===== src/rtl/t0_pkg.sv =====
package t0_pkg;

  typedef enum logic [2:0] {
    S_IDLE,
    S_TX_BITS,
    S_TX_GUARD,
    S_TX_GAP,
    S_RX_BITS,
    S_RX_GUARD
  } xcvrState_e;

  // Strobes from control to datapath, one cycle each unless a level
  typedef struct packed {
    logic loadFrame;
    logic clrTick;
    logic incTick;
    logic clrBit;
    logic incBit;
    logic sampleRx;
    logic clrRetry;
    logic incRetry;
    logic clrNak;
    logic setNak;
    logic driveLow;
    logic rxDone;
    logic nakPulse;
  } ctrlStrobe_t;

endpackage


===== src/rtl/t0_datapath.sv =====
module t0_datapath
  import t0_pkg::*;
#(
  parameter int DATA_BITS = 8,
  parameter int TICK_W    = 5,
  parameter int BIT_W     = 4,
  parameter int RETRY_W   = 2
) (
  input  logic                 clk,
  input  logic                 rstN,
  input  logic                 lineIn,
  input  logic [DATA_BITS-1:0] txByte,
  input  ctrlStrobe_t          strobe,
  output logic [TICK_W-1:0]    tickCnt,
  output logic [BIT_W-1:0]     bitIdx,
  output logic                 txBit,
  output logic                 lineSync,
  output logic                 lineFell,
  output logic [RETRY_W-1:0]   retryCnt,
  output logic                 nakLatched,
  output logic                 rxParErr,
  output logic                 lineDriveLow,
  output logic                 rxValid,
  output logic [DATA_BITS-1:0] rxData,
  output logic                 rxParityErr,
  output logic                 nakSeen
);

  localparam int FRAME_BITS = DATA_BITS + 2;

  logic [FRAME_BITS-1:0] txFrame;
  logic [DATA_BITS:0]    rxShift;
  logic                  lineMeta;
  logic                  linePrev;

  // Two-flop synchronizer plus edge detector; idle level is high
  always_ff @(posedge clk) begin
    if (!rstN) begin
      lineMeta <= 1'b1;
      lineSync <= 1'b1;
      linePrev <= 1'b1;
    end else begin
      lineMeta <= lineIn;
      lineSync <= lineMeta;
      linePrev <= lineSync;
    end
  end

  assign lineFell = linePrev && !lineSync;

  always_ff @(posedge clk) begin
    if (!rstN) tickCnt <= '0;
    else if (strobe.clrTick) tickCnt <= '0;
    else if (strobe.incTick) tickCnt <= tickCnt + 1'b1;
  end

  always_ff @(posedge clk) begin
    if (!rstN) bitIdx <= '0;
    else if (strobe.clrBit) bitIdx <= '0;
    else if (strobe.incBit) bitIdx <= bitIdx + 1'b1;
  end

  always_ff @(posedge clk) begin
    if (!rstN) retryCnt <= '0;
    else if (strobe.clrRetry) retryCnt <= '0;
    else if (strobe.incRetry) retryCnt <= retryCnt + 1'b1;
  end

  always_ff @(posedge clk) begin
    if (!rstN) nakLatched <= 1'b0;
    else if (strobe.clrNak) nakLatched <= 1'b0;
    else if (strobe.setNak) nakLatched <= 1'b1;
  end

  // Frame: {even parity, data LSB first, start=0}
  always_ff @(posedge clk) begin
    if (!rstN) txFrame <= '1;
    else if (strobe.loadFrame) txFrame <= {^txByte, txByte, 1'b0};
  end

  assign txBit = txFrame[bitIdx];

  always_ff @(posedge clk) begin
    if (!rstN) rxShift <= '0;
    else if (strobe.sampleRx) rxShift <= {lineSync, rxShift[DATA_BITS:1]};
  end

  assign rxParErr = ^rxShift;

  always_ff @(posedge clk) begin
    if (!rstN) begin
      lineDriveLow <= 1'b0;
      rxValid      <= 1'b0;
      rxData       <= '0;
      rxParityErr  <= 1'b0;
      nakSeen      <= 1'b0;
    end else begin
      lineDriveLow <= strobe.driveLow;
      rxValid      <= strobe.rxDone;
      nakSeen      <= strobe.nakPulse;
      if (strobe.rxDone) begin
        rxData      <= rxShift[DATA_BITS-1:0];
        rxParityErr <= rxParErr;
      end
    end
  end

  // the frame register only changes while no bit is being driven
  a_r3_frame_stable: assert property (@(posedge clk) disable iff (!rstN)
    strobe.driveLow |=> $stable(txFrame) || $past(strobe.loadFrame));

endmodule


===== src/rtl/t0_ctrl.sv =====
module t0_ctrl
  import t0_pkg::*;
#(
  parameter int OVERSAMPLE  = 16,
  parameter int GUARD_TICKS = 24,
  parameter int NAK_START   = 8,
  parameter int NAK_END     = 24,
  parameter int GAP_TICKS   = 16,
  parameter int MAX_RETRY   = 3,
  parameter int FRAME_BITS  = 10,
  parameter int TICK_W      = 5,
  parameter int BIT_W       = 4,
  parameter int RETRY_W     = 2
) (
  input  logic               clk,
  input  logic               rstN,
  input  logic               baudTick,
  input  logic               txReq,
  input  logic               autoRetry,
  input  logic [TICK_W-1:0]  tickCnt,
  input  logic [BIT_W-1:0]   bitIdx,
  input  logic               txBit,
  input  logic               lineSync,
  input  logic               lineFell,
  input  logic [RETRY_W-1:0] retryCnt,
  input  logic               nakLatched,
  input  logic               rxParErr,
  output ctrlStrobe_t        strobe,
  output logic               txBusy
);

  localparam logic [TICK_W-1:0]  HALF_TICK    = TICK_W'(OVERSAMPLE / 2 - 1);
  localparam logic [TICK_W-1:0]  BIT_END      = TICK_W'(OVERSAMPLE - 1);
  localparam logic [TICK_W-1:0]  GUARD_END    = TICK_W'(GUARD_TICKS - 1);
  localparam logic [TICK_W-1:0]  GUARD_SAMPLE = TICK_W'((NAK_START + NAK_END) / 2);
  localparam logic [TICK_W-1:0]  NAK_LO       = TICK_W'(NAK_START);
  localparam logic [TICK_W-1:0]  NAK_HI       = TICK_W'(NAK_END);
  localparam logic [TICK_W-1:0]  GAP_END      = TICK_W'(GAP_TICKS - 1);
  localparam logic [BIT_W-1:0]   LAST_BIT     = BIT_W'(FRAME_BITS - 1);
  localparam logic [RETRY_W-1:0] RETRY_LIMIT  = RETRY_W'(MAX_RETRY);

  xcvrState_e state, nextState;

  always_ff @(posedge clk) begin
    if (!rstN) state <= S_IDLE;
    else state <= nextState;
  end

  always_comb begin
    strobe    = '0;
    nextState = state;
    unique case (state)
      S_IDLE: begin
        if (txReq) begin
          strobe.loadFrame = 1'b1;
          strobe.clrTick   = 1'b1;
          strobe.clrBit    = 1'b1;
          strobe.clrRetry  = 1'b1;
          strobe.clrNak    = 1'b1;
          nextState        = S_TX_BITS;
        end else if (lineFell) begin
          strobe.clrTick = 1'b1;
          strobe.clrBit  = 1'b1;
          nextState      = S_RX_BITS;
        end
      end
      S_TX_BITS: begin
        strobe.driveLow = !txBit;
        if (baudTick) begin
          if (tickCnt == BIT_END) begin
            strobe.clrTick = 1'b1;
            if (bitIdx == LAST_BIT) nextState = S_TX_GUARD;
            else strobe.incBit = 1'b1;
          end else begin
            strobe.incTick = 1'b1;
          end
        end
      end
      S_TX_GUARD: begin
        if (baudTick) begin
          if (tickCnt == GUARD_SAMPLE && !lineSync) begin
            strobe.setNak   = 1'b1;
            strobe.nakPulse = 1'b1;
          end
          if (tickCnt == GUARD_END) begin
            strobe.clrTick = 1'b1;
            if (nakLatched && autoRetry && retryCnt < RETRY_LIMIT) begin
              strobe.incRetry = 1'b1;
              nextState       = S_TX_GAP;
            end else begin
              nextState = S_IDLE;
            end
          end else begin
            strobe.incTick = 1'b1;
          end
        end
      end
      S_TX_GAP: begin
        if (baudTick) begin
          if (tickCnt == GAP_END) begin
            strobe.clrTick = 1'b1;
            strobe.clrBit  = 1'b1;
            strobe.clrNak  = 1'b1;
            nextState      = S_TX_BITS;
          end else begin
            strobe.incTick = 1'b1;
          end
        end
      end
      S_RX_BITS: begin
        if (baudTick) begin
          if (tickCnt == HALF_TICK && bitIdx == '0 && lineSync) begin
            strobe.clrTick = 1'b1;           // false start
            nextState      = S_IDLE;
          end else begin
            if (tickCnt == HALF_TICK && bitIdx != '0) strobe.sampleRx = 1'b1;
            if (tickCnt == BIT_END) begin
              strobe.clrTick = 1'b1;
              if (bitIdx == LAST_BIT) nextState = S_RX_GUARD;
              else strobe.incBit = 1'b1;
            end else begin
              strobe.incTick = 1'b1;
            end
          end
        end
      end
      S_RX_GUARD: begin
        strobe.driveLow = rxParErr && (tickCnt >= NAK_LO) && (tickCnt < NAK_HI);
        if (baudTick) begin
          if (tickCnt == GUARD_END) begin
            strobe.rxDone  = 1'b1;
            strobe.clrTick = 1'b1;
            nextState      = S_IDLE;
          end else begin
            strobe.incTick = 1'b1;
          end
        end
      end
      default: nextState = S_IDLE;
    endcase
  end

  assign txBusy = (state == S_TX_BITS) || (state == S_TX_GUARD) || (state == S_TX_GAP);

  // a retry gap is only ever entered after a NAK was latched
  a_r5_gap_needs_nak: assert property (@(posedge clk) disable iff (!rstN)
    (state == S_TX_GAP) |-> nakLatched);

  // a request during reception does not start a transmission
  a_r9_rx_blocks_tx: assert property (@(posedge clk) disable iff (!rstN)
    (state == S_RX_BITS) |=> (state != S_TX_BITS));

endmodule


===== src/rtl/iso7816_t0_xcvr.sv =====
module iso7816_t0_xcvr
  import t0_pkg::*;
#(
  parameter int DATA_BITS   = 8,
  parameter int OVERSAMPLE  = 16,
  parameter int GUARD_TICKS = 24,
  parameter int NAK_START   = 8,
  parameter int NAK_END     = 24,
  parameter int GAP_TICKS   = 16,
  parameter int MAX_RETRY   = 3
) (
  input  logic                 clk,
  input  logic                 rstN,
  input  logic                 baudTick,
  input  logic                 lineIn,
  output logic                 lineDriveLow,
  input  logic                 txReq,
  input  logic [DATA_BITS-1:0] txByte,
  input  logic                 autoRetry,
  output logic                 txBusy,
  output logic                 rxValid,
  output logic [DATA_BITS-1:0] rxData,
  output logic                 rxParityErr,
  output logic                 nakSeen
);

  localparam int FRAME_BITS = DATA_BITS + 2;
  localparam int CNT_A      = (OVERSAMPLE > GUARD_TICKS) ? OVERSAMPLE : GUARD_TICKS;
  localparam int CNT_B      = (GAP_TICKS > NAK_END) ? GAP_TICKS : NAK_END;
  localparam int CNT_MAX    = (CNT_A > CNT_B) ? CNT_A : CNT_B;
  localparam int TICK_W     = $clog2(CNT_MAX + 1);
  localparam int BIT_W      = $clog2(FRAME_BITS);
  localparam int RETRY_W    = $clog2(MAX_RETRY + 1);

  ctrlStrobe_t        strobe;
  logic [TICK_W-1:0]  tickCnt;
  logic [BIT_W-1:0]   bitIdx;
  logic [RETRY_W-1:0] retryCnt;
  logic               txBit, lineSync, lineFell, nakLatched, rxParErr;

  t0_ctrl #(
    .OVERSAMPLE(OVERSAMPLE), .GUARD_TICKS(GUARD_TICKS), .NAK_START(NAK_START),
    .NAK_END(NAK_END), .GAP_TICKS(GAP_TICKS), .MAX_RETRY(MAX_RETRY),
    .FRAME_BITS(FRAME_BITS), .TICK_W(TICK_W), .BIT_W(BIT_W), .RETRY_W(RETRY_W)
  ) u_ctrl (
    .clk, .rstN, .baudTick, .txReq, .autoRetry,
    .tickCnt, .bitIdx, .txBit, .lineSync, .lineFell, .retryCnt,
    .nakLatched, .rxParErr, .strobe, .txBusy
  );

  t0_datapath #(
    .DATA_BITS(DATA_BITS), .TICK_W(TICK_W), .BIT_W(BIT_W), .RETRY_W(RETRY_W)
  ) u_dp (
    .clk, .rstN, .lineIn, .txByte, .strobe,
    .tickCnt, .bitIdx, .txBit, .lineSync, .lineFell, .retryCnt,
    .nakLatched, .rxParErr, .lineDriveLow, .rxValid, .rxData,
    .rxParityErr, .nakSeen
  );

  // NAK detection belongs to a transmission and lasts one cycle
  a_r4_nak_in_tx: assert property (@(posedge clk) disable iff (!rstN)
    nakSeen |-> txBusy);
  a_r4_nak_pulse: assert property (@(posedge clk) disable iff (!rstN)
    nakSeen |=> !nakSeen);

  // received characters arrive as single pulses, never during transmit
  a_r6_rx_pulse: assert property (@(posedge clk) disable iff (!rstN)
    rxValid |=> !rxValid);
  a_r6_rx_not_tx: assert property (@(posedge clk) disable iff (!rstN)
    rxValid |-> !txBusy);

  // end of transmission leaves the line released
  a_r10_release_at_end: assert property (@(posedge clk) disable iff (!rstN)
    $fell(txBusy) |-> !lineDriveLow);

endmodule


===== config.mk =====
export PLATFORM = sky130hd
export DESIGN_NAME = iso7816_t0_xcvr
export DESIGN_NICKNAME = d
export VERILOG_FILES = /design/src/rtl/t0_pkg.sv /design/src/rtl/t0_datapath.sv /design/src/rtl/t0_ctrl.sv /design/src/rtl/iso7816_t0_xcvr.sv
export SDC_FILE = /design/constraint.sdc
export NUM_CORES = 1
export LEC_CHECK = 0
export BUFFER_PORTS_ARGS = -buffer_cell sky130_fd_sc_hd__buf_2
export CAP_MARGIN = 20
export CORE_UTILIZATION = 60
export DETAILED_ROUTE_END_ITERATION = 16
export GPL_ROUTABILITY_DRIVEN = 0
export PLACE_DENSITY_LB_ADDON = 0.12
export REMOVE_ABC_BUFFERS = 1
export SLEW_MARGIN = 20
export SYNTH_ARGS = -nofsm -noshare
export SYNTH_HDL_FRONTEND = slang
export SYNTH_SLANG_ARGS = --single-unit

===== constraint.sdc =====
create_clock -name clk -period 5.6 [get_ports clk]
set_input_delay 0.28 -clock clk [delete_from_list [all_inputs] [get_ports clk]]
set_output_delay 0.28 -clock clk [all_outputs]
set_load 0.02 [all_outputs]

# Yosys cells after proc, flatten, opt, wreduce, memory -nomap -nowiden
# Index checks and enable logic that the tools add are counted.
dict set report classes {
  n_addsub 3
  magnitude_cmp 4
  eq_ne 23
  n_mux 56
  n_bitwise 1
  reduce_logical 24
}
# cell n
set op_table {}
lappend op_table {{$mux W3} 16}
lappend op_table {{$mux W1} 26}
lappend op_table {{$pmux W3 S6} 1}
lappend op_table {{$reduce_and A13 Y1} 1}
lappend op_table {{$mux W2} 6}
lappend op_table {{$eq A5 B5 Y1 const B} 2}
lappend op_table {{$ne A2 B1 Y1 const B} 5}
lappend op_table {{$ne A2 B2 Y1 const B} 5}
lappend op_table {{$reduce_or A2 Y1} 5}
lappend op_table {{$logic_and A1 B1 Y1} 9}
lappend op_table {{$reduce_xor A9 Y1} 1}
lappend op_table {{$pmux W1 S2} 4}
lappend op_table {{$reduce_xor A8 Y1} 1}
lappend op_table {{$eq A3 B2 Y1 const B} 2}
lappend op_table {{$eq A3 B3 Y1 const B} 2}
lappend op_table {{$ne A3 B1 Y1 const B} 2}
lappend op_table {{$add A5 B1 Y5 const B} 1}
lappend op_table {{$eq A5 B3 Y1 const B} 1}
lappend op_table {{$eq A5 B4 Y1 const B} 1}
lappend op_table {{$ge A5 B4 Y1 const B} 1}
lappend op_table {{$lt A4 B5 Y1 const B} 1}
lappend op_table {{$lt A5 B5 Y1 const B} 1}
lappend op_table {{$pmux W1 S5} 1}
lappend op_table {{$add A4 B1 Y4 const B} 1}
lappend op_table {{13 further kinds} 15}
dict set report totals {
  regBits 49
  output_inout_bits 13
  elab_cells 126
}

# Longest topological paths before layout
dict set report depth {
  word_depth 7
  mapped_depth 8
  depth_no_buf 8
}

# Hierarchy
# Synthesis repeated with hierarchy kept, for this count alone.
dict set report unflattened {
  cells_unflattened 259
  area_unflattened_um2 2454.9
}
# module instances cells_each area_per_inst_um2 seq_area_each_um2
set by_module_without_submodules {}
lappend by_module_without_submodules {t0_datapath 1 176 1875.5 920.9}
lappend by_module_without_submodules {t0_ctrl 1 83 579.3 60.1}

# Worst setup path before layout
# No wires, ideal clock.
dict set report synth_timing {
  path_kind {register to register}
  from {reg u_dp.tickCnt[0]}
  to {reg u_dp.tickCnt[4]}
  arrival_ns 1.849
  path_slack_ns 3.666
  stages_incl_launch_ff 9
  path_buffers 0
  synth_period_minus_slack_ns 1.934
  path_cell_list {dfxtp_1 > ha_1 > and3_2 > ha_1 > inv_1 > o21ai_0 > a2111oi_0 > nand2_1 > a211oi_1}
}
dict set report synth_between {
  elab_chain_len 7
  word_cells_on_any_way 19
  classes_between {add/sub (1); eq/ne (3); mux (12); reduce/logical (3)}
}
# item line
set synth_lines {}
lappend synth_lines {{from (decl)} t0_datapath.sv:14} ;# output logic [TICK_W-1:0] tickCnt,
lappend synth_lines {{from (signal assigned)} t0_datapath.sv:54} ;# else if (strobe.incTick) tickCnt <= tickCnt + 1'b1;
lappend synth_lines {{$eq A5 B3 Y1} t0_ctrl.sv:112} ;# if (tickCnt == HALF_TICK && bitIdx == '0 && lineSync) begin
lappend synth_lines {{$logic_and A1 B1 Y1 (2 in a row)} t0_ctrl.sv:112}
lappend synth_lines {{$mux W1} t0_ctrl.sv:112}
lappend synth_lines {{$mux W2} t0_ctrl.sv:111} ;# if (baudTick) begin
lappend synth_lines {{$pmux W1 S5} t0_ctrl.sv:52} ;# unique case (state)
lappend synth_lines {{$reduce_or A2 Y1 (no line)} -}
# Several ways; a longest one is shown, not always the timed one.
# A chain may end at the register's enable or synchronous reset.

# Final worst setup path
dict set report layout_timing {
  from {reg u_ctrl.state[2]}
  to {reg u_dp.tickCnt[0]}
}
dict set report layout_between {
  elab_chain_len 4
  word_cells_on_any_way 10
  classes_between {eq/ne (5); mux (2); reduce/logical (3)}
}
# item line
set layout_lines {}
lappend layout_lines {{from (decl)} t0_ctrl.sv:42} ;# xcvrState_e state, nextState;
lappend layout_lines {{from (signal assigned)} t0_ctrl.sv:46} ;# else state <= nextState;
lappend layout_lines {{$eq A3 B3 Y1 or $eq A3 B2 Y1 (tied branches)} t0_ctrl.sv:52}
lappend layout_lines {{$reduce_or A2 Y1 (no line)} -}
lappend layout_lines {{$pmux W1 S5} t0_ctrl.sv:52}
lappend layout_lines {{$reduce_or A2 Y1 (no line)} -}
# Several ways; a longest one is shown, not always the timed one.

==> results by group <==
Status
  – Outcome: finished, final reports clean

Synth
  – Synth top area share: 39.66%
  – Cell area after synthesis: around 2500 um^2
  – EDFF count, synth: 0
  – Syn. warnings: 0
  – Post-Syn Instances: ~260
  – Syn_area_per_cell: roughly 9.4 um^2
  – Compound-Gate Fraction of Synth Area: under 10%
  – Ys async rst share: 0%
  – Synth unique cells: between 50 and 60
  – Post-Synth Simple-Gate Area: ~23%
  – Ranking of synthesized cells by area: dfxtp_1, mux2i_1, xnor2_1
  – Post-Synth XOR/XNOR Area: a little under 9%
  – Dominant cell type by area after synthesis: dfxtp_1
  – Synthesis-stage register bit count: 49
  – Post-synthesis adder-cell area fraction: under 10%
  – Top FF cell, synth: dfxtp_1
  – Post-synthesis sequential area ratio: just under 40%
  – Largest family of logic cells by synthesized area: simple AND/OR/NAND/NOR gates
  – Mux share of post-synthesis cell area: approximately 11%

Worst setup path
  – Reg2Reg Setup Slack: about 3.2 ns
  – Critical-path maximum fanout: 17
  – Critical path endpoint: u_dp.tickCnt[0]
  – Launch point of the critical path: u_ctrl.state[2]
  – Worst reg2reg startpoint: u_ctrl.state[2]
  – Critical path arrival: between 2 and 3 ns
  – Buf+Inv Stages, Crit Path: 0
  – Startpoint Class: flip-flop
  – FF-to-FF End: u_dp.tickCnt[0]
  – Worst stage delay on the critical path: approximately 0.82 ns
  – CP Class: reg2reg
  – R2R depth: 5
  – Critical-path cell list: and3b_2 > nor3b_2 > a2111oi_0 > nand2_1 > nor2_1
  – CP top delay family: simple AND/OR/NAND/NOR gates
  – Crit-path slowest cell: nor3b_2
  – Worst Path Required: roughly 5.8 ns
  – Critical Path Stages: 5
  – CP endpoint kind: flip-flop

GRT
  – First-pass GRT wire length: a little over 8 mm
  – Initial antenna violation count: 0
  – Largest net degree at the start of global routing: 23
  – Gr ovfl total: 0
  – GRT Util Overall: 24.66%
  – Number of global-route vias before repair: approximately 1800

Route
  – DR DRC count: 0
  – Number of DRC markers in iteration 0: around 140
  – Routed wire per std cell: 14.55 um
  – Initial DRT Pass Iterations: 4
  – Total number of vias: ~1900
  – Total Routed Length: between 4 and 5 mm
  – Vias per Instance: between 5 and 6
  – Antenna-violating nets left: 0

Clocking
  – Resized cells post-CTS: 0
  – Clock Sink Count: between 40 and 50
  – CTS Hold Bufs: 0
  – Clk buf depth: 2
  – TritonCTS clock tree: built
  – CTS root buf: clkbuf_8
  – CTS buffer count: 5
  – Worst-skew pair later-pin latency: between 0.3 and 0.4 ns
  – CTS clk-pin slew, worst paths: ~0.090 ns
  – Post CTS Setup Buffer Count: 0
  – Htree depth: 2

Hold path
  – Worst Hold Depth: 2
  – Worst Hold Class: in2reg

Final layout
  – Post-route cell area: around 2700 um^2
  – Filler cells: around 310
  – Area Overhead vs Synth: 8.447%
  – Inserted Diodes: 0
  – Most common cell after layout, fill and taps aside: dfxtp_1
  – Most frequent cells in the layout: dfxtp_1, nor2_1, nand2_1, buf_2, mux2i_1
  – Layout Nets: slightly above 300
  – Layout cells sized above 1: between 15 and 20%

Die
  – Core area: roughly 3800 um^2
  – Die Footprint: about 4400 um^2
  – DIE WIDTH: 66.21 um
  – Die Ht: 66.21 um
  – Initial Util: around 65%
  – Num rows: 22
  – Top Ports: 27

STA
  – Worst slew pin tran: 1.004 ns
  – TNS Setup: 0 ns
  – Clock skew: between 0.006 and 0.007 ns
  – Final setup fails: 0
  – Fin crit period: 2.404 ns
  – Count of pins over their slew limit: 0
  – RSZ-0062 raised after global routing: no
  – Worst rel slew slack: between 30% and 40%
  – Period Utilization, post-route: between 40% and 50%
  – Final Hold Viols: 0
  – Max frequency: 416.1 MHz

Power
  – Pwr Total: 895.1 uW
  – Worst IR drop on VDD: about 250 uV
  – Leak Pwr: approximately 1.1 nW
  – Power per Cell Area: 333.7 nW/um^2

Placement
  – Dpl hpwl: ~3.5 mm
  – Port Buffer Count: 26
  – Dpl cell area: 2582 um^2

Flow run
  – Max_cap viols: 0
==> power breakdown <==
group,leakage [nW],internal [mW],switching (mW)
registers,0.398,0.382,0.0462
clock network,0.0518,0.103,0.123
logic,0.676,0.103,0.137
total,1.13,0.588,0.307
==> cells by family after synthesis <==
| family | count (synthesis) |
|---|---|
| buffers and inverters | 22 |
| muxes | 25 |
| and+or+nand+nor | 107 |
| AOI/OAI and AO/OA | 30 |
| xor gates and xnor gates | 23 |
| adders and majority gates | 7 |
| DFF | 49 |
==> per-layer routing <==
layer,wire (um),part of all wire (%),global-route usage (%)
met4,100,2.1,10.37
met5,0,0,0
met1,2284,47,33.08
met2,2272,47,38.39
met3,187,3.9,4.828
==> worst min-delay path by stage <==
stage | start | slack [ns] | to
2_1_floorplan | rstN | 0.34 | u_dp.txFrame[0]
3_3_place_gp | u_dp.lineMeta | 0.39 | u_dp.lineSync
3_5_place_dp | u_dp.lineMeta | 0.40 | u_dp.lineSync
4_1_cts | lineIn | 0.14 | u_dp.lineMeta
5_1_grt | lineIn | 0.15 | u_dp.lineMeta
6_report | lineIn | 0.14 | u_dp.lineMeta
==> area by class of cell <==
type                       count  area, um^2  share of cell area, %
clock buffer                   6       82.58                  3.078
timing repair buffer          26       130.1                  4.851
tap                           48       60.06                  2.239
multi-input combinational    192        1374                  51.21
inverter                      10       37.54                  1.399
clock inverter                 2       17.52                 0.6530
sequential                    49       980.9                  36.57
==> per-stage QoR <==
stage               hold slack, ns  cells  setup WS (ns)  util [%]
finish                      0.1408    333          3.196     70.62
CTS                         0.1393    333          3.220     70.62
detailed placement          0.3958    325          3.224     67.98
global route                0.1494    333          2.943     70.62
floorplan                   0.3419    251          3.121         -
global placement            0.3874    325          3.323     67.98
==> cells in the mapped netlist (all sizes together) (2+ instances only) <==
| cell type | number |
|---|---|
| dfxtp | 49 |
| nor2 | 39 |
| nand2 | 26 |
| mux2i | 22 |
| xnor2 | 18 |
| inv | 10 |
| nand3 | 10 |
| ha | 7 |
| buf | 6 |
| clkbuf | 6 |
| o21ai | 6 |
| o211ai | 5 |
| a21oi | 4 |
| nand4b | 4 |
| nor3 | 4 |
| nor3b | 4 |
| xor2 | 4 |
| a311oi | 3 |
| nand2b | 3 |
| nand4bb | 3 |
| a211oi | 2 |
| a31oi | 2 |
| and2 | 2 |
| and3 | 2 |
| and3b | 2 |
| mux4 | 2 |
| nor4 | 2 |
| o21a | 2 |
==> flip-flops by register name (all words and copies together), names as in the netlist <==
| signal | count |
|---|---|
| u_dp.rxValid | 1 |
| u_dp.lineMeta | 1 |
| u_dp.bitIdx | 4 |
| u_dp.txFrame | 10 |
| u_dp.lineSync | 1 |
| u_dp.nakLatched | 1 |
| u_dp.lineDriveLow | 1 |
| u_dp.rxShift | 9 |
| u_dp.rxData | 8 |
| u_dp.retryCnt | 2 |
| u_ctrl.state | 3 |
| u_dp.nakSeen | 1 |
| u_dp.tickCnt | 5 |
| u_dp.rxParityErr | 1 |
| u_dp.linePrev | 1 |
Power figures use the tool's default switching activity.
